<file path="config.mk">
export PLATFORM = sky130hd
export DESIGN_NAME = atomic_monitor
export DESIGN_NICKNAME = d
export VERILOG_FILES = /design/src/rtl/atomic_monitor_pkg.sv /design/src/rtl/resv_unit.sv /design/src/rtl/rmw_pairing.sv /design/src/rtl/class_encoder.sv /design/src/rtl/atomic_monitor.sv
export SDC_FILE = /design/constraint.sdc
export NUM_CORES = 1
export LEC_CHECK = 0
export BUFFER_PORTS_ARGS = -buffer_cell sky130_fd_sc_hd__buf_4
export CAP_MARGIN = 30
export CORE_UTILIZATION = 50
export DETAILED_ROUTE_END_ITERATION = 10
export PLACE_DENSITY = 0.82
export SKIP_CTS_REPAIR_TIMING = 1
export SLEW_MARGIN = 20
export SYNTH_ARGS = -nofsm -noshare
export SYNTH_HDL_FRONTEND = slang
export SYNTH_SLANG_ARGS = --single-unit
export TNS_END_PERCENT = 1
</file>
<file path="constraint.sdc">
create_clock -name clk -period 3 [get_ports clk]
set_input_delay 0.45 -clock clk [delete_from_list [all_inputs] [get_ports clk]]
set_output_delay 0.45 -clock clk [all_outputs]
set_load 0.05 [all_outputs]
</file>
<file path="src/rtl/atomic_monitor_pkg.sv">
`timescale 1ns/1ps
package atomic_monitor_pkg;
  localparam logic [2:0] K_LOAD  = 3'd0;
  localparam logic [2:0] K_STORE = 3'd1;
  localparam logic [2:0] K_FETCH = 3'd2;
  localparam logic [2:0] K_LRD   = 3'd3;
  localparam logic [2:0] K_LWR   = 3'd4;
  localparam logic [2:0] K_RRD   = 3'd5;
  localparam logic [2:0] K_RWR   = 3'd6;
  localparam logic [2:0] K_NONE  = 3'd7;

  typedef enum logic [1:0] {
    CLS_READ   = 2'd0,
    CLS_WRITE  = 2'd1,
    CLS_FETCH  = 2'd2,
    CLS_ATOMIC = 2'd3
  } req_class_e;

  function automatic req_class_e kind_to_class(input logic [2:0] k);
    case (k)
      K_LOAD:  return CLS_READ;
      K_STORE: return CLS_WRITE;
      K_FETCH: return CLS_FETCH;
      default: return CLS_ATOMIC;
    endcase
  endfunction
endpackage

</file>
<file path="src/rtl/resv_unit.sv">
`timescale 1ns/1ps
module resv_unit #(
  parameter int LINE_W = 26,
  parameter int ID_W   = 4
) (
  input  logic              clk,
  input  logic              rst,
  input  logic              lwr_issue,
  input  logic [LINE_W-1:0] lwr_line,
  input  logic [ID_W-1:0]   lwr_owner,
  input  logic              lrd_done,
  input  logic [LINE_W-1:0] lrd_line,
  input  logic [ID_W-1:0]   lrd_owner,
  output logic              pass_now,
  output logic              held,
  output logic [LINE_W-1:0] held_line,
  output logic [ID_W-1:0]   held_owner,
  output logic              cond_done,
  output logic              cond_ok
);
  logic same_line;
  assign same_line = held && (held_line == lwr_line);
  assign pass_now  = same_line && (held_owner == lwr_owner);

  always_ff @(posedge clk) begin
    if (rst) begin
      held       <= 1'b0;
      held_line  <= '0;
      held_owner <= '0;
      cond_done  <= 1'b0;
      cond_ok    <= 1'b0;
    end else begin
      cond_done <= lwr_issue;
      cond_ok   <= lwr_issue && pass_now;
      if (lwr_issue && same_line) held <= 1'b0;
      if (lrd_done) begin
        held       <= 1'b1;
        held_line  <= lrd_line;
        held_owner <= lrd_owner;
      end
    end
  end


  ok_needs_resv_chk: assert property (@(posedge clk) disable iff (rst)
    cond_ok |-> ($past(held) && cond_done));

  sc_consumes_resv_chk: assert property (@(posedge clk) disable iff (rst)
    (lwr_issue && pass_now && !lrd_done) |=> !held);
endmodule

</file>
<file path="src/rtl/rmw_pairing.sv">
`timescale 1ns/1ps
module rmw_pairing #(
  parameter int CNT_W = 3
) (
  input  logic             clk,
  input  logic             rst,
  input  logic             rd_issue,
  input  logic             wr_issue,
  input  logic             plain_issue,
  output logic [CNT_W-1:0] rd_cnt,
  output logic [CNT_W-1:0] wr_cnt,
  output logic             unpin_all,
  output logic             warn,
  output logic             err
);
  localparam logic [CNT_W-1:0] ONE     = CNT_W'(1);
  localparam logic [CNT_W-1:0] CNT_MAX = '1;

  logic rd_bad, wr_bad, wr_closes;
  assign rd_bad    = (wr_cnt != '0) || (rd_cnt == CNT_MAX);
  assign wr_bad    = (rd_cnt == '0) || (wr_cnt >= rd_cnt);
  assign wr_closes = ((wr_cnt + ONE) == rd_cnt);

  always_ff @(posedge clk) begin
    if (rst) begin
      rd_cnt    <= '0;
      wr_cnt    <= '0;
      unpin_all <= 1'b0;
      warn      <= 1'b0;
      err       <= 1'b0;
    end else begin
      unpin_all <= 1'b0;
      warn      <= 1'b0;
      if (rd_issue) begin
        if (rd_bad) err <= 1'b1;
        else        rd_cnt <= rd_cnt + ONE;
      end else if (wr_issue) begin
        if (wr_bad) err <= 1'b1;
        else if (wr_closes) begin
          rd_cnt <= '0;
          wr_cnt <= '0;
        end else wr_cnt <= wr_cnt + ONE;
      end else if (plain_issue) begin
        if (rd_cnt != '0 && wr_cnt == '0) begin
          unpin_all <= 1'b1;
          rd_cnt    <= '0;
        end else if (wr_cnt != '0) begin
          warn   <= 1'b1;
          rd_cnt <= '0;
          wr_cnt <= '0;
        end
      end
    end
  end


  wr_not_ahead_chk: assert property (@(posedge clk) disable iff (rst)
    wr_cnt <= rd_cnt);

  err_sticky_chk: assert property (@(posedge clk) disable iff (rst)
    err |=> err);

  warn_excl_chk: assert property (@(posedge clk) disable iff (rst)
    !(warn && unpin_all));

  warn_cause_chk: assert property (@(posedge clk) disable iff (rst)
    warn |-> ($past(wr_cnt) != '0));
endmodule

</file>
<file path="src/rtl/class_encoder.sv">
`timescale 1ns/1ps
module class_encoder
  import atomic_monitor_pkg::*;
(
  input  logic       clk,
  input  logic       rst,
  input  logic       req_valid,
  input  logic [2:0] req_kind,
  input  logic       cond_pass,
  output logic       fwd_valid,
  output logic [1:0] fwd_class
);
  logic blocked;
  assign blocked = (req_kind == K_NONE) || ((req_kind == K_LWR) && !cond_pass);

  always_ff @(posedge clk) begin
    if (rst) begin
      fwd_valid <= 1'b0;
      fwd_class <= CLS_READ;
    end else begin
      fwd_valid <= req_valid && !blocked;
      if (req_valid) fwd_class <= kind_to_class(req_kind);
    end
  end
endmodule

</file>
<file path="src/rtl/atomic_monitor.sv">
`timescale 1ns/1ps
module atomic_monitor
  import atomic_monitor_pkg::*;
#(
  parameter int LINE_W = 26,
  parameter int ID_W   = 4,
  parameter int CNT_W  = 3
) (
  input  logic              clk,
  input  logic              rst,
  input  logic              req_valid,
  input  logic [2:0]        req_kind,
  input  logic [LINE_W-1:0] req_line,
  input  logic [ID_W-1:0]   req_owner,
  input  logic              cpl_valid,
  input  logic [2:0]        cpl_kind,
  input  logic [LINE_W-1:0] cpl_line,
  input  logic [ID_W-1:0]   cpl_owner,
  output logic              resv_valid,
  output logic [LINE_W-1:0] resv_line,
  output logic [ID_W-1:0]   resv_owner,
  output logic              sc_done,
  output logic              sc_ok,
  output logic              ctrl_valid,
  output logic [1:0]        ctrl_class,
  output logic              pin_set,
  output logic              pin_clr,
  output logic [LINE_W-1:0] pin_line,
  output logic              pin_reset_all,
  output logic [CNT_W-1:0]  pend_rd,
  output logic [CNT_W-1:0]  pend_wr,
  output logic              warn,
  output logic              err
);
  logic iss_lwr, iss_rrd, iss_rwr, iss_plain, cpl_lrd, cpl_rrd, cpl_rwr, pass_now;

  assign iss_lwr   = req_valid && (req_kind == K_LWR);
  assign iss_rrd   = req_valid && (req_kind == K_RRD);
  assign iss_rwr   = req_valid && (req_kind == K_RWR);
  assign iss_plain = req_valid && (req_kind <= K_FETCH);
  assign cpl_lrd   = cpl_valid && (cpl_kind == K_LRD);
  assign cpl_rrd   = cpl_valid && (cpl_kind == K_RRD);
  assign cpl_rwr   = cpl_valid && (cpl_kind == K_RWR);

  resv_unit #(.LINE_W(LINE_W), .ID_W(ID_W)) u_resv (
    .clk(clk), .rst(rst),
    .lwr_issue(iss_lwr), .lwr_line(req_line), .lwr_owner(req_owner),
    .lrd_done(cpl_lrd), .lrd_line(cpl_line), .lrd_owner(cpl_owner),
    .pass_now(pass_now),
    .held(resv_valid), .held_line(resv_line), .held_owner(resv_owner),
    .cond_done(sc_done), .cond_ok(sc_ok)
  );

  rmw_pairing #(.CNT_W(CNT_W)) u_pair (
    .clk(clk), .rst(rst),
    .rd_issue(iss_rrd), .wr_issue(iss_rwr), .plain_issue(iss_plain),
    .rd_cnt(pend_rd), .wr_cnt(pend_wr),
    .unpin_all(pin_reset_all), .warn(warn), .err(err)
  );

  class_encoder u_cls (
    .clk(clk), .rst(rst),
    .req_valid(req_valid), .req_kind(req_kind), .cond_pass(pass_now),
    .fwd_valid(ctrl_valid), .fwd_class(ctrl_class)
  );

  always_ff @(posedge clk) begin
    if (rst) begin
      pin_set  <= 1'b0;
      pin_clr  <= 1'b0;
      pin_line <= '0;
    end else begin
      pin_set <= cpl_rrd;
      pin_clr <= cpl_rwr;
      if (cpl_rrd || cpl_rwr) pin_line <= cpl_line;
    end
  end


  failed_sc_blocked_chk: assert property (@(posedge clk) disable iff (rst)
    (sc_done && !sc_ok) |-> !ctrl_valid);

  good_sc_atomic_chk: assert property (@(posedge clk) disable iff (rst)
    sc_ok |-> (ctrl_valid && ctrl_class == CLS_ATOMIC));

  pin_excl_chk: assert property (@(posedge clk) disable iff (rst)
    !(pin_set && pin_clr));

  pin_cause_chk: assert property (@(posedge clk) disable iff (rst)
    pin_set |-> $past(cpl_valid));
endmodule

</file>
## Yosys cells after proc, flatten, opt, wreduce, memory -nomap -nowiden

Index checks and enable logic that the tools add are counted.

- Register bits after elaboration: 73
- Input port bits: 70
- Output and inout port bits: 73
- Logic and storage cells: 99

- $add $sub $neg: 2
- Order comparisons: 2
- Eq/ne operators: 19
- Multiplexer cells: 22
- Bitwise logic cells: 2
- Reduce and logical (&&, ||, !) cells: 37

Operators with widths:

| operator | number |
|---|---|
| $mux 3 | 13 |
| $eq 26x26->1 | 1 |
| $eq 3x3->1 const B | 7 |
| $logic_and 1x1->1 | 14 |
| $reduce_and 5->1 | 2 |
| $reduce_bool 2->1 | 5 |
| $logic_not 3->1 | 3 |
| $reduce_bool 3->1 | 3 |
| $mux 1 | 8 |
| $add 3x1->3 const B | 2 |
| $eq 3x2->1 const B | 2 |
| $ne 2x2->1 const B | 3 |
| $pmux 2 s3 | 1 |
| $reduce_or 5->1 | 1 |
| $eq 4x4->1 | 1 |
| $logic_or 1x1->1 | 4 |
| $reduce_bool 4->1 | 1 |
| $reduce_or 4->1 | 1 |
| $eq 3x1->1 const B | 1 |
| $eq 3x3->1 | 1 |
| $ge 3x3->1 | 1 |
| $le 3x2->1 const B | 1 |
| $ne 3x2->1 const B | 1 |
| $ne 3x3->1 const B | 1 |
| other kinds (4) | 6 |

## Depth between registers and ports, before layout

Gate-level depths: netlist of the first run.

- Depth after elaboration: 8
- Mapped depth: 7
- Depth with buffers taken out: 7

## By module

From an unflattened synthesis of the first run, not the netlist that was laid out.

- Cell total of the unflattened synthesis: 367
- Area total of the unflattened synthesis: 3574.7 µm²

By module, submodules not included:

| module | times used | cells each | area an instance (µm²) | sequential area each (µm²) |
|---|---|---|---|---|
| resv_unit | 1 | 149 | 1473.9 | 660.6 |
| atomic_monitor | 1 | 128 | 1301.2 | 560.5 |
| rmw_pairing | 1 | 78 | 685.7 | 180.2 |
| class_encoder | 1 | 12 | 113.9 | 60.1 |

## Least setup slack after synthesis of the first run

Ideal clock, no wire load.

- Path kind: reg2reg
- Start point: reg u_pair.wr_cnt[0]
- End point: reg u_pair.rd_cnt[0]
- Setup time: 140 ps
- Data arrival time: 2061 ps
- Required time: 2860 ps
- Path slack: 799 ps
- Cell stages (with the launch flop): 8
- Path buffers: 0
- Clock period less this slack: 2201 ps
- Cell sequence: dfxtp_1 > inv_1 > ha_1 > nand2b_1 > a2111oi_0 > o21a_1 > nand3_2 > o2bb2ai_1

- Word-level cells in the longest chain between the ends: 6
- Elaborated cells on any way between the ends: 17
- Classes of those cells: 1 x add/sub; 1 x order compare; 4 x eq/ne; 4 x mux; 7 x reduce/logical

RTL lines:

| element | line | text |
|---|---|---|
| start: declaration | rmw_pairing.sv:11 | `output logic [CNT_W-1:0] wr_cnt,` |
| start signal: assignment | rmw_pairing.sv:42 | `end else wr_cnt <= wr_cnt + ONE;` |
| branches (longest 6 deep; another with $add 3x1->3) | -- |  |
| end signal: assignment | rmw_pairing.sv:36 | `else rd_cnt <= rd_cnt + ONE;` |
| end: declaration | rmw_pairing.sv:10 | `output logic [CNT_W-1:0] rd_cnt,` |

Several ways; the timed one is not identified. The select of a mux whose other input is x is not followed.
A chain may end at the register's enable or synchronous reset.

## Worst setup path after layout of the first run

- Start point: reg u_pair.wr_cnt[0]
- End point: reg u_pair.rd_cnt[2]

The elaborated chain is that of the path after synthesis.

==> results of run 1 <==
[path summary, 6_finish.rpt]
| path | start | to |
|---|---|---|
| setup / recovery | u_pair.wr_cnt[0]$_SDFFE_PP0P_ | u_pair.rd_cnt[2]$_SDFFE_PP0P_ |
| hold / removal | req_kind[2] | u_pair.warn$_SDFF_PP0_ |
| setup reg to reg | u_pair.wr_cnt[0]$_SDFFE_PP0P_ | u_pair.rd_cnt[2]$_SDFFE_PP0P_ |
| hold reg to reg | pin_line[10]$_SDFFE_PP0P_ | pin_line[10]$_SDFFE_PP0P_ |
[metrics by stage]
step	hold WS, ns	power [mW]	cell area [µm²]	setup slack (ns)	instances
floorplan	0.529	1.21	3200	0.799	395
global placement	0.443	1.35	4310	1.07	596
detailed placement	0.447	1.36	4310	1.05	596
CTS	0.321	2.12	4520	0.982	612
global route	0.335	2.19	4520	0.788	612
finish	0.334	2.12	4520	0.988	612
[area by class of cell]
| class | instances | area share (%) |
|---|---|---|
| inverter | 10 | 0.831 |
| clock buffer | 10 | 3.05 |
| timing repair buffer | 146 | 24.3 |
| clock inverter | 6 | 1.47 |
| tap | 75 | 2.08 |
| multi-input combinational | 292 | 35.9 |
| sequential | 73 | 32.4 |
[cell families (layout without fill, tap and decap cells)]
family,after synthesis,in the layout
adder cells (fa/ha/maj),8,8
AND/OR/NAND/NOR,170,170
AO/OA/AOI/OAI,80,80
multiplexers,2,2
buffers and inverters,30,172
XOR/XNOR,32,32
flip-flops,73,73
[cell usage in the layout, fill, tap and decap left out, drive strengths merged, types with 6 or more instances in the layout]
cell type	n
inv	10
nand2	120
xnor2	27
a21oi	60
ha	8
nor2	6
clkbuf	10
buf	146
dfxtp	73
nor3	10
nand4	11
[worst max-delay path, delay by kind of cell, from the launching register on]
| family | cells | cell delay [ns] |
|---|---|---|
| buf+inv | 1 | 0.09 |
| compound gates | 2 | 0.68 |
| simple gates | 2 | 0.28 |
| fa+ha+maj | 1 | 0.30 |
| flops | 1 | 0.40 |
| mux | 1 | 0.15 |
[state kept, by name, summed over array words and instances (netlist names)]
name               flops
u_resv.cond_ok         1
u_resv.cond_done       1
u_pair.warn            1
u_pair.err             1
u_pair.rd_cnt          3
u_pair.wr_cnt          3
u_cls.fwd_class        2
u_resv.held_owner      4
u_resv.held            1
pin_set                1
pin_line              26
u_resv.held_line      26
pin_clr                1
u_pair.unpin_all       1
u_cls.fwd_valid        1
[per-layer routing]
metal,vias to the layer above,track usage [%],part of all wire (%)
li1,1601,-,-
met1,1477,32.6,42
met2,114,45.5,49
met3,20,7.11,6.2
met4,0,13.5,2.8
met5,-,0,0
[power by group through the flow]
stage | clock (mW) | combinational, mW | sequential [mW]
after global routing | 0.830 | 0.346 | 1.01
after detailed placement | 0 | 0.324 | 1.03
after global placement | 0 | 0.318 | 1.03
after CTS | 0.788 | 0.325 | 1.01
after floorplan | 0 | 0.0945 | 1.11
final | 0.783 | 0.325 | 1.01
==> flow_summary.yaml, run 1 <==
outcome:
  status: "complete, no violations"
layout:
  nFillCells: 491
  final_nets: 610
  drive_gt1_share_pct: 31.1
  regArea_um2: 1460
  multiInputGateArea_um2: 1620
  area_growth_pct: 40.9
  postLayoutCoreUtil_pct: 74.5
  n_antenna_cell: 0
worst_setup_path:
  slowest_stage: "a2111oi_0"
  required_ns: 3.23
  crit_arrival_ns: 2.24
  rr_worst_depth: 7
  path_max_fanout: 5
  cp_cell_sequence: "inv_1 > ha_1 > nand2b_1 > a2111oi_0 > o21a_1 > nand3_2 > mux2i_1"
  r2r_slack_ns: 0.99
  critPathKind: "reg -> reg"
  critPathMaxStageDelay_ns: 0.43
  crit_path_end_kind: "register"
  start_kind: "register"
cts:
  cts.sink_count: 73
  cts_buffers: 9
  insertion_delay_ns: 0.35
  htreeDepth: 3
  root_buffer: "clkbuf_8"
  max-clock-path-buffers: 2
  clk_pin_slew_worst_paths_ns: 0.07
  cts_tree: "built"
power_and_ir_drop:
  power.density_nw_per_um2: 469
  intPower_mw: 1.53
  comb_power_share_pct: 15.3
  peakVddDrop_mv: 0.350
  power_switching_mw: 0.584
  p_leak_nw: 1.88
  pwr-share-seq_pct: 47.7
  p_sw_share_pct: 27.6
  pwr-share-clk_pct: 37.0
routing:
  drt_iter0_markers: 211
  viasPerCell: 5.25
  remaining_drc_errors: 0
  vias: 3212
  detail-route-antenna-nets: 0
  firstDrtPassIters: 5
  wl_per_cell_um: 14.8
  finalWirelength_mm: 9.05
synthesis:
  synthAdderAreaFrac_pct: 3.12
  synth_top_family_by_area: "simple AND/OR/NAND/NOR gates"
  synth-main-ff-cell: "dfxtp_1"
  synth_compound_area_share_pct: 14.0
  synthXorXnorAreaFrac_pct: 9.22
  yosysWarnings: 0
  yosys-top-cells-count: "120 x nand2_1, 73 x dfxtp_1, 59 x a21oi_1"
  synth_cell_types: 43
  synth-simple-area-share_pct: 23.7
  synth_edf_count: 0
  syn_area_um2: 3200
  syn_nets: 473
  yosysMostFrequentCell: "nand2_1"
  syn_area_per_cell_um2: 8.11
  ys_async_sr_fraction_pct: 0
  ys_ff_latch: 73
  yosysTopAreaCellShare_pct: 45.6
  ys_top_cells_by_area: "dfxtp_1 46%, nand2_1 14%, a21oi_1 9.2%"
  postSynthCellCount: 395
  synthMuxAreaShare_pct: 0.625
  seq_area_frac_synth_pct: 45.6
  yosys.area.top_type: "dfxtp_1"
sta:
  final-max-slew-violation-count: 0
  hold_viol_final: 0
  grt_setup_unrepaired: "false"
  timing.final.crit_share_pct: 67.1
  setup_viol: 0
  fmax_mhz: 497
  worstMarginPinSlew_ns: 0.921
  slew-limit-headroom_pct: 38.6
  tns_ns: 0
  fin_crit_ns: 2.01
  fin_worst_skew_ns: 0.00946
placed_design:
  numPortBuffers: 142
  place_congestion: 0.831
  hpwl_mm: 6.67
worst_hold_path:
  min_path_type: "in -> reg"
  holdPathStages: 2
floorplan:
  start_util_pct: 52.9
  die_h_um: 82.1
  num_rows: 28
  dieArea_um2: 6730
  core_area_um2: 6060
  io_pins: 143
  die_x_um: 82.1
global_routing:
  grt_pass1_wl_mm: 13.8
  gr-total-overflow: 0
  grt_usage_pct: 27.4
  grt_start_max_net_pins: 48
  antenna_found_initial: 0
  grt_pass1_vias: 3048
run:
  max_cap_viol_count: 0
Note: power is estimated with default switching activity, not from simulation.
==> run 2: changes to the inputs <==
ABC_AREA = 1   (was default)
CORE_UTILIZATION = 47   (was 50)
PLACE_DENSITY = 0.78   (was 0.82)
clock period = 1.96 ns   (was 3 ns; I/O delays follow)
==> flow_summary.yaml, run 2 <==
routing:
  detail-route-antenna-nets: 0
  wl_per_cell_um: 13.4
  finalWirelength_mm: 9.04
  vias: 3317
  firstDrtPassIters: 5
  drt_iter0_markers: 189
  viasPerCell: 4.91
  remaining_drc_errors: 0
global_routing:
  gr-total-overflow: 0
  grt_start_max_net_pins: 60
  grt_pass1_wl_mm: 14.8
  grt_usage_pct: 25.9
  antenna_found_initial: 0
  grt_pass1_vias: 3134
synthesis:
  yosys.area.top_type: "dfxtp_1"
  synth_cell_types: 27
  syn_area_per_cell_um2: 7.18
  yosysTopAreaCellShare_pct: 45.1
  yosysWarnings: 0
  synthAdderAreaFrac_pct: 3.09
  postSynthCellCount: 452
  ys_ff_latch: 73
  synth_top_family_by_area: "simple AND/OR/NAND/NOR gates"
  syn_nets: 530
  seq_area_frac_synth_pct: 45.1
  ys_async_sr_fraction_pct: 0
  synthXorXnorAreaFrac_pct: 6.48
  yosysMostFrequentCell: "nor2_1"
  synth_edf_count: 0
  synth_compound_area_share_pct: 13.0
  synth-main-ff-cell: "dfxtp_1"
  ys_top_cells_by_area: "dfxtp_1 45%, nor2_1 15%, o21ai_0 9.1%"
  synth-simple-area-share_pct: 25.4
  yosys-top-cells-count: "126 x nor2_1, 73 x dfxtp_1, 60 x nand2_1"
  synthMuxAreaShare_pct: 0
  syn_area_um2: 3240
cts:
  cts.sink_count: 73
  root_buffer: "clkbuf_8"
  cts_buffers: 9
  clk_pin_slew_worst_paths_ns: 0.07
  max-clock-path-buffers: 2
  cts_tree: "built"
  insertion_delay_ns: 0.33
  htreeDepth: 3
floorplan:
  core_area_um2: 6490
  num_rows: 29
  die_x_um: 85.1
  dieArea_um2: 7240
  die_h_um: 85.1
  start_util_pct: 49.9
  io_pins: 143
worst_setup_path:
  start_kind: "register"
  crit_path_end_kind: "register"
  path_max_fanout: 4
  crit_arrival_ns: 1.88
  rr_worst_depth: 11
  critPathKind: "reg -> reg"
  required_ns: 2.19
sta:
  fin_crit_ns: 1.65
  fmax_mhz: 605
  setup_viol: 0
  timing.final.crit_share_pct: 84.3
  fin_worst_skew_ns: 0.00444
  finalWorstSetupSlack_ns: 0.308
  worstMarginPinSlew_ns: 0.439
  grt_setup_unrepaired: "false"
  tns_ns: 0
  slew-limit-headroom_pct: 70.7
  hold_ws_ns: 0.180
  final-max-slew-violation-count: 0
  hold_viol_final: 0
placed_design:
  numPortBuffers: 142
  place_ws_ns: 0.314
  place_congestion: 0.915
  hpwl_mm: 7.10
layout:
  postLayoutCoreUtil_pct: 70.2
  nFillCells: 551
  drive_gt1_share_pct: 28.3
  area_growth_pct: 40.5
  final_cell_mix: "147 x buf_4, 126 x nor2_1, 73 x dfxtp_1, 60 x nand2_1, 59 x o21ai_0"
  final_nets: 672
  multiInputGateArea_um2: 1560
  regArea_um2: 1460
  n_antenna_cell: 0
  mostFrequentLayoutCell: "buf_4"
  largest_registers: "pin_line: 26 flops, u_resv.held_line: 26 flops, u_resv.held_owner: 4 flops"
outcome:
  status: "complete, no violations"
power_and_ir_drop:
  power.density_nw_per_um2: 738
  peakVddDrop_mv: 0.462
  p_leak_nw: 2.25
  power.total_mw: 3.36
worst_hold_path:
  min_path_type: "in -> reg"
  holdPathStages: 2
run:
  max_cap_viol_count: 0
run 2: cell count changes after synthesis, sizes merged, moves of 6 or more:
| cell | previous run | this run |
|---|---|---|
| a21oi | 60 | 18 |
| inv | 9 | 39 |
| nand2 | 120 | 61 |
| nand4 | 11 | 2 |
| nor2 | 6 | 128 |
| nor3 | 10 | 4 |
| o21ai | 4 | 64 |
| xnor2 | 27 | 18 |
run 2: report_power, final:
part / switching, mW / leakage [nW] / total (mW) / internal [mW]
sequential: 0.0503 / 0.595 / 1.60 / 1.55
combinational: 0.477 / 1.57 / 0.758 / 0.280
clock: 0.520 / 0.0822 / 1.00 / 0.484
total: 1.05 / 2.25 / 3.36 / 2.32
run 2: per-stage QoR:
step | std cells | area [µm²]
detailed placement | 660 | 4390
floorplan | 452 | 3240
CTS | 675 | 4560
global placement | 660 | 4390
global route | 675 | 4560
finish | 675 | 4560
run 2: kinds of logic (layout without fill, tap and decap cells):
kind of cell | after synthesis | count (layout)
XOR/XNOR | 24 | 24
AO/OA/AOI/OAI | 83 | 83
buffers and inverters | 58 | 204
adder cells (fa/ha/maj) | 8 | 8
AND/OR/NAND/NOR | 206 | 206
flip-flops | 73 | 73
run 2: final timing paths:
| path | start | end | slack, ns |
|---|---|---|---|
| setup / recovery | u_pair.wr_cnt[0]$_SDFFE_PP0P_ | u_pair.rd_cnt[1]$_SDFFE_PP0P_ | 0.31 |
| hold / removal | rst | u_resv.held$_SDFFE_PP0P_ | 0.18 |
| setup reg to reg | u_pair.wr_cnt[0]$_SDFFE_PP0P_ | u_pair.rd_cnt[1]$_SDFFE_PP0P_ | 0.31 |
| hold reg to reg | u_resv.held$_SDFFE_PP0P_ | u_resv.held$_SDFFE_PP0P_ | 0.48 |
run 2: layout make-up:
class	count	share of cell area, %
Tap cell	77	2.11
Inverter	41	3.40
Clock buffer	12	3.19
Sequential cell	73	32.1
Timing Repair Buffer	148	24.7
Multi-Input combinational cell	321	34.2
Clock inverter	3	0.384
run 2: critical path, stage by stage (launching register included):
cell and delay (ns):
dfxtp_1 0.37, inv_1 0.09, ha_1 0.33, xor2_1 0.16, nor2_1 0.10, nand3_1 0.07
nand2_1 0.09, nand3_2 0.11, clkinv_2 0.08, nand2_1 0.05, nand2_1 0.07, nor2_2 0.03
run 2: per-layer routing:
layer / track usage, % / share of wire, %
met5: 0 / 0
met4: 12.5 / 2.8
met3: 4.86 / 5.9
met2: 41.2 / 47
met1: 34.1 / 45
